===== src/rtl/escape_pkg.sv =====
package escape_pkg;

  typedef enum logic {
    MODE_FOUR_WIRE  = 1'b0,
    MODE_ACTIVATING = 1'b1
  } linkMode_e;

  typedef struct packed {
    logic clearCount;
    logic countEn;
  } dpStrobe_t;

endpackage


===== src/rtl/escape_sync.sv =====
module escape_sync #(
  parameter int WIDTH  = 2,
  parameter int STAGES = 2
) (
  input  logic             clk,
  input  logic             rstN,
  input  logic [WIDTH-1:0] asyncIn,
  output logic [WIDTH-1:0] syncOut
);

  for (genvar b = 0; b < WIDTH; b++) begin : g_bit
    logic [STAGES-1:0] chain;
    always_ff @(posedge clk) begin
      if (!rstN) chain <= '0;
      else       chain <= {chain[STAGES-2:0], asyncIn[b]};
    end
    assign syncOut[b] = chain[STAGES-1];
  end

endmodule


===== src/rtl/escape_datapath.sv =====
module escape_datapath
  import escape_pkg::*;
#(
  parameter int SYNC_STAGES = 2,
  parameter int CNT_W       = 4
) (
  input  logic             clk,
  input  logic             rstN,
  input  logic             linkClk,
  input  logic             linkData,
  input  dpStrobe_t        strobe,
  output logic             clkLevel,
  output logic             clkRise,
  output logic [CNT_W-1:0] toggleCount
);

  localparam logic [CNT_W-1:0] CNT_MAX = '1;

  logic [1:0] syncVal;
  logic       clkPrev, dataPrev;
  logic       dataToggle;

  escape_sync #(.WIDTH(2), .STAGES(SYNC_STAGES)) u_sync (
    .clk     (clk),
    .rstN    (rstN),
    .asyncIn ({linkData, linkClk}),
    .syncOut (syncVal)
  );

  always_ff @(posedge clk) begin
    if (!rstN) begin
      clkPrev  <= 1'b0;
      dataPrev <= 1'b0;
    end else begin
      clkPrev  <= syncVal[0];
      dataPrev <= syncVal[1];
    end
  end

  assign clkLevel   = syncVal[0];
  assign clkRise    = syncVal[0] & ~clkPrev;
  assign dataToggle = syncVal[1] ^ dataPrev;

  always_ff @(posedge clk) begin
    if (!rstN)                       toggleCount <= '0;
    else if (strobe.clearCount)      toggleCount <= '0;
    else if (strobe.countEn && dataToggle && toggleCount != CNT_MAX)
                                     toggleCount <= toggleCount + 1'b1;
  end


  count_clear_chk: assert property (@(posedge clk) disable iff (!rstN)
    strobe.clearCount |=> toggleCount == '0);


  count_sat_chk: assert property (@(posedge clk) disable iff (!rstN)
    (toggleCount == CNT_MAX && !strobe.clearCount) |=> toggleCount == CNT_MAX);

endmodule


===== src/rtl/escape_ctrl.sv =====
module escape_ctrl
  import escape_pkg::*;
#(
  parameter int CNT_W       = 4,
  parameter int LEN_W       = 6,
  parameter int ACT_COUNT   = 6,
  parameter int FORCE_COUNT = 8,
  parameter int ACT_LEN     = 12
) (
  input  logic             clk,
  input  logic             rstN,
  input  logic             clkLevel,
  input  logic             clkRise,
  input  logic [CNT_W-1:0] toggleCount,
  output dpStrobe_t        strobe,
  output logic             activateStart,
  output logic             fourWireForce,
  output linkMode_e        linkMode,
  output logic [LEN_W-1:0] expectLen
);

  logic isAct, isForce;

  assign isAct   = (toggleCount == CNT_W'(ACT_COUNT));
  assign isForce = (toggleCount >= CNT_W'(FORCE_COUNT));

  always_comb begin
    strobe.clearCount = clkRise;
    strobe.countEn    = clkLevel;
  end

  always_ff @(posedge clk) begin
    if (!rstN) begin
      activateStart <= 1'b0;
      fourWireForce <= 1'b0;
      linkMode      <= MODE_FOUR_WIRE;
      expectLen     <= '0;
    end else begin
      activateStart <= 1'b0;
      fourWireForce <= 1'b0;
      if (clkRise) begin
        if (isAct) begin
          activateStart <= 1'b1;
          linkMode      <= MODE_ACTIVATING;
          expectLen     <= LEN_W'(ACT_LEN);
        end else if (isForce) begin
          fourWireForce <= 1'b1;
          linkMode      <= MODE_FOUR_WIRE;
          expectLen     <= '0;
        end
      end
    end
  end


  act_mode_chk: assert property (@(posedge clk) disable iff (!rstN)
    activateStart |-> (linkMode == MODE_ACTIVATING));


  force_mode_chk: assert property (@(posedge clk) disable iff (!rstN)
    fourWireForce |-> (linkMode == MODE_FOUR_WIRE && expectLen == '0));


  pulse_excl_chk: assert property (@(posedge clk) disable iff (!rstN)
    $onehot0({activateStart, fourWireForce}));


  pulse_width_chk: assert property (@(posedge clk) disable iff (!rstN)
    (activateStart || fourWireForce) |=> !(activateStart || fourWireForce));


  mode_hold_chk: assert property (@(posedge clk) disable iff (!rstN)
    (linkMode != $past(linkMode)) |-> (activateStart || fourWireForce));

endmodule


===== src/rtl/escape_detector.sv =====
module escape_detector
  import escape_pkg::*;
#(
  parameter int SYNC_STAGES = 2,
  parameter int CNT_W       = 4,
  parameter int LEN_W       = 6,
  parameter int ACT_COUNT   = 6,
  parameter int FORCE_COUNT = 8,
  parameter int ACT_LEN     = 12
) (
  input  logic             clk,
  input  logic             rstN,
  input  logic             linkClk,
  input  logic             linkData,
  output logic             activateStart,
  output logic             fourWireForce,
  output logic             linkMode,
  output logic [LEN_W-1:0] expectLen
);

  dpStrobe_t        strobe;
  logic             clkLevel, clkRise;
  logic [CNT_W-1:0] toggleCount;
  linkMode_e        modeReg;

  escape_datapath #(.SYNC_STAGES(SYNC_STAGES), .CNT_W(CNT_W)) u_dp (
    .clk         (clk),
    .rstN        (rstN),
    .linkClk     (linkClk),
    .linkData    (linkData),
    .strobe      (strobe),
    .clkLevel    (clkLevel),
    .clkRise     (clkRise),
    .toggleCount (toggleCount)
  );

  escape_ctrl #(
    .CNT_W(CNT_W), .LEN_W(LEN_W), .ACT_COUNT(ACT_COUNT),
    .FORCE_COUNT(FORCE_COUNT), .ACT_LEN(ACT_LEN)
  ) u_ctrl (
    .clk           (clk),
    .rstN          (rstN),
    .clkLevel      (clkLevel),
    .clkRise       (clkRise),
    .toggleCount   (toggleCount),
    .strobe        (strobe),
    .activateStart (activateStart),
    .fourWireForce (fourWireForce),
    .linkMode      (modeReg),
    .expectLen     (expectLen)
  );

  assign linkMode = modeReg;

endmodule


===== config.mk =====
export PLATFORM = sky130hd
export DESIGN_NAME = escape_detector
export DESIGN_NICKNAME = d
export VERILOG_FILES = /design/src/rtl/escape_pkg.sv /design/src/rtl/escape_sync.sv /design/src/rtl/escape_datapath.sv /design/src/rtl/escape_ctrl.sv /design/src/rtl/escape_detector.sv
export SDC_FILE = /design/constraint.sdc
export NUM_CORES = 1
export LEC_CHECK = 0
export BUFFER_PORTS_ARGS = -buffer_cell sky130_fd_sc_hd__buf_2
export CAP_MARGIN = 30
export CORE_AREA = 5 5 42 44
export CTS_BUF_LIST = sky130_fd_sc_hd__clkbuf_8
export DETAILED_ROUTE_END_ITERATION = 10
export DIE_AREA = 0 0 47 49
export GPL_ROUTABILITY_DRIVEN = 0
export GPL_TIMING_DRIVEN = 0
export HOLD_SLACK_MARGIN = 0.02
export PLACE_DENSITY = 0.63
export REMOVE_ABC_BUFFERS = 1
export SLEW_MARGIN = 20
export SYNTH_ARGS = -nofsm -noshare
export SYNTH_HDL_FRONTEND = slang
export SYNTH_HIERARCHICAL = 1
export SYNTH_SLANG_ARGS = --single-unit

===== constraint.sdc =====
create_clock -name clk -period 1.79 [get_ports clk]
set_input_delay 0 -clock clk [delete_from_list [all_inputs] [get_ports clk]]
set_output_delay 0 -clock clk [all_outputs]
set_load 0.005 [all_outputs]

==> reports/qor.yml, run 1 <==
io_pins: 13
fin_crit_ns: 1.36
wire_per_inst_um: 10.1
power_density_nw_per_um2: 883
die_area_um2: 2300
drt_pre_antenna_iters: 4
portBuffers: 8
ctsRootBufferMaster: "clkbuf_8"
hold_path_class: "in -> reg"
start_util_pct: 41.7
core_area_um2: 1400
grt_start_max_net_pins: 11
n_fill_cell: 127
die_h_um: 49
synth_cell_types: 26
maxCapViolCount: 0
routed_via_density: 4.70
mostFrequentLayoutCell: "dfxtp_1"
dr.first_iter.drc_count: 5
ctsHtreeMaxLevel: 1
layout-drive-gt1-share_pct: 24.2
routed_wl_um: 828
remaining_drc_errors: 0
syn_area_um2: 584
syn_inst: 59
crit_required_ns: 1.90
finalCritPeriodShare_pct: 76.2
final_cell_mix: "13 x dfxtp_1, 8 x buf_2, 5 x nand2_1, 5 x and2_1, 4 x conb_1"
core.rowCount: 14
max_freq_ghz: 0.733
final_hold_viol_count: 0
p_leak_nw: 0.271
grt_pass1_wl_mm: 1.55
path_max_fanout: 5
syn_avg_cell_area_um2: 9.90
finalSetupViolations: 0
final_max_slew_viol_count: 0
seq_area_frac_synth_pct: 44.5
clock_path_buffers: 2
grt_pass1_vias: 342
ir_drop_uv: 588
track_usage_pct: 9.35
clock_latency_ns: 0.23
antenna_found_initial: 0
cts_buffers: 3
crit_arrival_ns: 1.47
cts_resized: 0
gr-total-overflow: 0
finClkSkew_ns: 0.000417
rsz0062_at_grt: "no"
hpwl_um: 593
end_kind: "flip-flop"
antenna_cells: 0
ys_seq_elements: 13
vias: 385
critPathLaunchType: "flip-flop"
fin_tns_setup_ns: 0
synth_warnings: 6
antenna_left: 0
area_delta_synth_final_pct: 10.5
cts_tree: "done"
clock_sinks: 13
path_class: "reg -> reg"
nets: 72
clk_pin_slew_worst_paths_ns: 0.05
status: "finished, final reports clean"
final_util_pct: 46.1
die_w_um: 47
[worst paths after layout]
path	start	to	slack, ns	cells past startpoint
max	u_dp/toggleCount[0]$_SDFFE_PP0P_	u_dp/toggleCount[1]$_SDFFE_PP0P_	0.43	4
min	rstN	u_dp/clkPrev$_SDFF_PN0_	0.08	2
max reg2reg	u_dp/toggleCount[0]$_SDFFE_PP0P_	u_dp/toggleCount[1]$_SDFFE_PP0P_	0.43	4
min reg2reg	u_dp/u_sync/g_bit[1].chain[0]$_SDFF_PN0_	u_dp/u_sync/g_bit[1].chain[1]$_SDFF_PN0_	0.44	1
[routing by layer]
layer	GRT usage [%]	part of all wire, %	vias to the layer above	wire (um)
li1	-	-	203	-
met5	0	0	-	0
met1	12.1	43	173	354
met4	5.53	0	0	0
met2	12.2	52	9	428
met3	4.43	5.4	0	45
[power by group]
part | switching, W | leakage (nW) | internal [W]
Combinational | 0.0000151 | 0.138 | 0.0000125
Clock | 0.0000937 | 0.0269 | 0.000151
Sequential | 0.00000281 | 0.106 | 0.000296
Total | 0.000112 | 0.271 | 0.000459
[state kept, by name (all words and copies together) (netlist names)]
signal and cells:
u_ctrl/expectLen 1, u_dp/dataPrev 1, u_dp/clkPrev 1, u_dp/toggleCount 4, u_dp/u_sync/g_bit.chain 4, u_ctrl/fourWireForce 1
u_ctrl/activateStart 1
[timing repair]
item | 4_1_cts | 5_1_grt
hold buffers | 2 | 0
hold endpoints to repair | 2 | 0
setup buffers | 0 | 0
[worst max-delay path: stages (launching register included)]
cell	delay, ns
dfxtp_1	0.34
ha_1	0.21
and3_1	0.24
o311ai_0	0.33
o41ai_1	0.12
[metrics by stage]
stage	cell area [um2]	setup WS (ns)	power [W]	cells	hold slack [ns]
6_report	646	0.426	0.000570	82	0.0833
3_5_place_dp	581	0.453	0.000329	76	0.212
3_3_place_gp	581	0.490	0.000328	76	0.204
2_1_floorplan	520	0.547	0.000320	52	0.122
4_1_cts	646	0.434	0.000582	82	0.0754
5_1_grt	646	0.298	0.000606	82	0.0996
[synth_stat cells, drive strengths merged]
cell	number	area, um2
dfxtp	13	260
buf	10	75.1
and2	7	46.3
nand2	5	18.8
and3	2	13.8
inv	2	7.51
mux2i	2	20.0
nor2b	2	12.5
nor4	2	18.8
conb	1	3.75
ha	1	12.5
nand2b	1	6.26
nand3	1	5.00
nand4bb	1	11.3
nor2	1	3.75
nor3b	1	7.51
o21a	1	7.51
o21ai	1	5.00
o22ai	1	6.26
o311ai	1	8.76
o31a	1	8.76
o41ai	1	8.76
xnor2	1	16.3
[cell families after synthesis]
kind of cell    Yosys count  share of synthesized area [%]
fa+ha+maj                 1                           2.14
buf+inv                  12                           14.1
mux                       2                           3.43
xor+xnor                  1                           2.78
flops                    13                           44.5
compound gates            6                           7.71
other cells               1                          0.642
simple gates             23                           24.6
[final cells by class]
| class | instances | area (um2) | area share [%] |
|---|---|---|---|
| multi-input cells | 37 | 253 | 39.1 |
| repair buffers | 10 | 60.1 | 9.30 |
| inverters | 2 | 7.51 | 1.16 |
| well taps | 16 | 20.0 | 3.10 |
| clock inverters | 1 | 3.75 | 0.581 |
| flip-flops and latches | 13 | 260 | 40.3 |
| clock buffers | 3 | 41.3 | 6.40 |
Power figures use the tool's default switching activity.
==> inputs of run 2 (changes only) <==
clock period = 1.3 ns   (was 1.79 ns; I/O delays follow)
==> reports/qor.yml, run 2 (synthesis gave the netlist of run 1 again) <==
top_regs: "u_dp/toggleCount x4, u_dp/u_sync/g_bit.chain x4"
grt_pass1_vias: 343  # +0.29%
antenna_cells: 0  # unchanged
dr.first_iter.drc_count: 4  # -1
final_util_pct: 47.2  # +1.2 points
clock_sinks: 13  # unchanged
finClkSkew_ns: 0.00111  # +0.000691 ns
fin_crit_ns: 1.26  # -0.108 ns
final_max_slew_viol_count: 0  # unchanged
finalSetupViolations: 0  # unchanged
mostFrequentLayoutCell: "dfxtp_1"
cts_buffers: 3  # unchanged
ir_drop_uv: 825  # +40%
clock_path_buffers: 2  # unchanged
postCtsSetupRepairBufs: 0  # unchanged
final_cell_mix: "12 x dfxtp_1, 8 x buf_2, 5 x nand2_1, 5 x and2_1, 4 x conb_1"
nets: 72  # unchanged
path_max_fanout: 5  # unchanged
routed_wl_um: 834  # +0.72%
crit_arrival_ns: 1.38  # -0.09 ns
path_class: "reg -> reg"
wl_met1_um: 374  # +5.6%
portBuffers: 8  # unchanged
grt_start_max_net_pins: 11  # unchanged
status: "finished, final reports clean"
io_pins: 13  # unchanged
hpwl_um: 593  # unchanged
maxCapViolCount: 0  # unchanged
holdCritStartpoint: "rstN"
layout-drive-gt1-share_pct: 30.3  # +6.1 points
antenna_left: 0  # unchanged
pre_cts_ws_ns: -0.0373  # -0.490 ns
cts_tree: "done"
rsz0062_at_grt: "no"
p_leak_nw: 0.270  # -0.13%
end_kind: "flip-flop"
die_w_um: 47  # unchanged
track_usage_pct: 9.42  # +0.071 points
fin_tns_setup_ns: 0  # unchanged
hold_path_class: "in -> reg"
wire_per_inst_um: 10.2  # +0.72%
ctsHtreeMaxLevel: 1  # unchanged
setup_slack_ns: 0.0440  # -0.382 ns
power_density_nw_per_um2: 1190  # +35%
vias: 379  # -1.6%
finalCritPeriodShare_pct: 96.6  # +20 points
dpl_cell_area_um2: 581  # unchanged
core_area_um2: 1400  # unchanged
gr-total-overflow: 0  # unchanged
routed_via_density: 4.62  # -1.6%
crit_required_ns: 1.43  # -0.47 ns
wl_met2_um: 415  # -3.0%
met3_length_um: 43  # -4.4%
die_h_um: 49  # unchanged
clk_pin_slew_worst_paths_ns: 0.05  # about the same
routed.top_layer: "met3"
ctsRootBufferMaster: "clkbuf_8"
antenna_found_initial: 0  # unchanged
die_area_um2: 2300  # unchanged
core.rowCount: 14  # unchanged
timing.rr.start: "u_dp/toggleCount[1]$_SDFFE_PP0P_"
critPathLaunchType: "flip-flop"
area_delta_synth_final_pct: 13.3
stdcell_area_um2: 662  # +2.5%
crit_start: "u_dp/toggleCount[1]$_SDFFE_PP0P_"
grt_pass1_wl_mm: 1.57  # +0.90%
start_util_pct: 41.7  # unchanged
drt_pre_antenna_iters: 4  # unchanged
clock_latency_ns: 0.24  # about the same
remaining_drc_errors: 0  # unchanged
max_freq_ghz: 0.796  # +8.6%
final_hold_viol_count: 0  # unchanged
run 2: changes by cell type in the layout (fill, tap and decap cells not counted):
cell / change
dfxtp_2: +1
and3_1: -1
nor2b_2: +1
dfxtp_1: -1
o311ai_2: +1
nor2b_1: -1
o311ai_0: -1
and3_4: +1
run 2: layer usage:
layer	vias to the layer above	track usage, %
li1	202	-
met1	170	12.1
met2	7	12.4
met3	0	4.43
met4	0	5.53
met5	-	0
run 2: final cells by class:
type / count / area [um2]
fill: 127 / 739
multi-input combinational: 37 / 268
sequential: 13 / 262
timing repair buffer: 10 / 60.1
clock buffer: 3 / 41.3
tap: 16 / 20.0
inverter: 2 / 7.51
clock inverter: 1 / 3.75
run 2: per-stage QoR:
step	hold slack (ns)	instances	total power (W)
CTS	0.0754	82	0.000802
finish	0.0837	82	0.000789
detailed placement	0.212	76	0.000452
floorplan	0.122	52	0.000441
global placement	0.204	76	0.000451
global route	0.100	82	0.000837
run 2: path summary, 6_finish.rpt:
path,slack [ns],end,cells after the start
max,0.04,u_dp/toggleCount[0]$_SDFFE_PP0P_,4
min,0.08,u_dp/clkPrev$_SDFF_PN0_,2
max reg2reg,0.04,u_dp/toggleCount[0]$_SDFFE_PP0P_,4
min reg2reg,0.44,u_dp/u_sync/g_bit[1].chain[1]$_SDFF_PN0_,1
run 2: critical path, cell delays in order (launching register included):
cell and delay [ns]:
dfxtp_1 0.34, ha_1 0.20, and3_4 0.20, o31a_1 0.23
o21a_1 0.17
run 2: timing repair:
action	CTS	global route
hold endpoints to repair	2	0
hold buffers	2	0
gates resized for setup	3	3
endpoints found under the setup margin	2	4
run 2: report_power, final:
part	total (W)	internal, W	leakage (nW)	switching, W
Combinational	0.0000402	0.0000178	0.137	0.0000224
Clock	0.000338	0.000208	0.0269	0.000130
Sequential	0.000411	0.000407	0.106	0.00000382
Total	0.000789	0.000632	0.270	0.000157
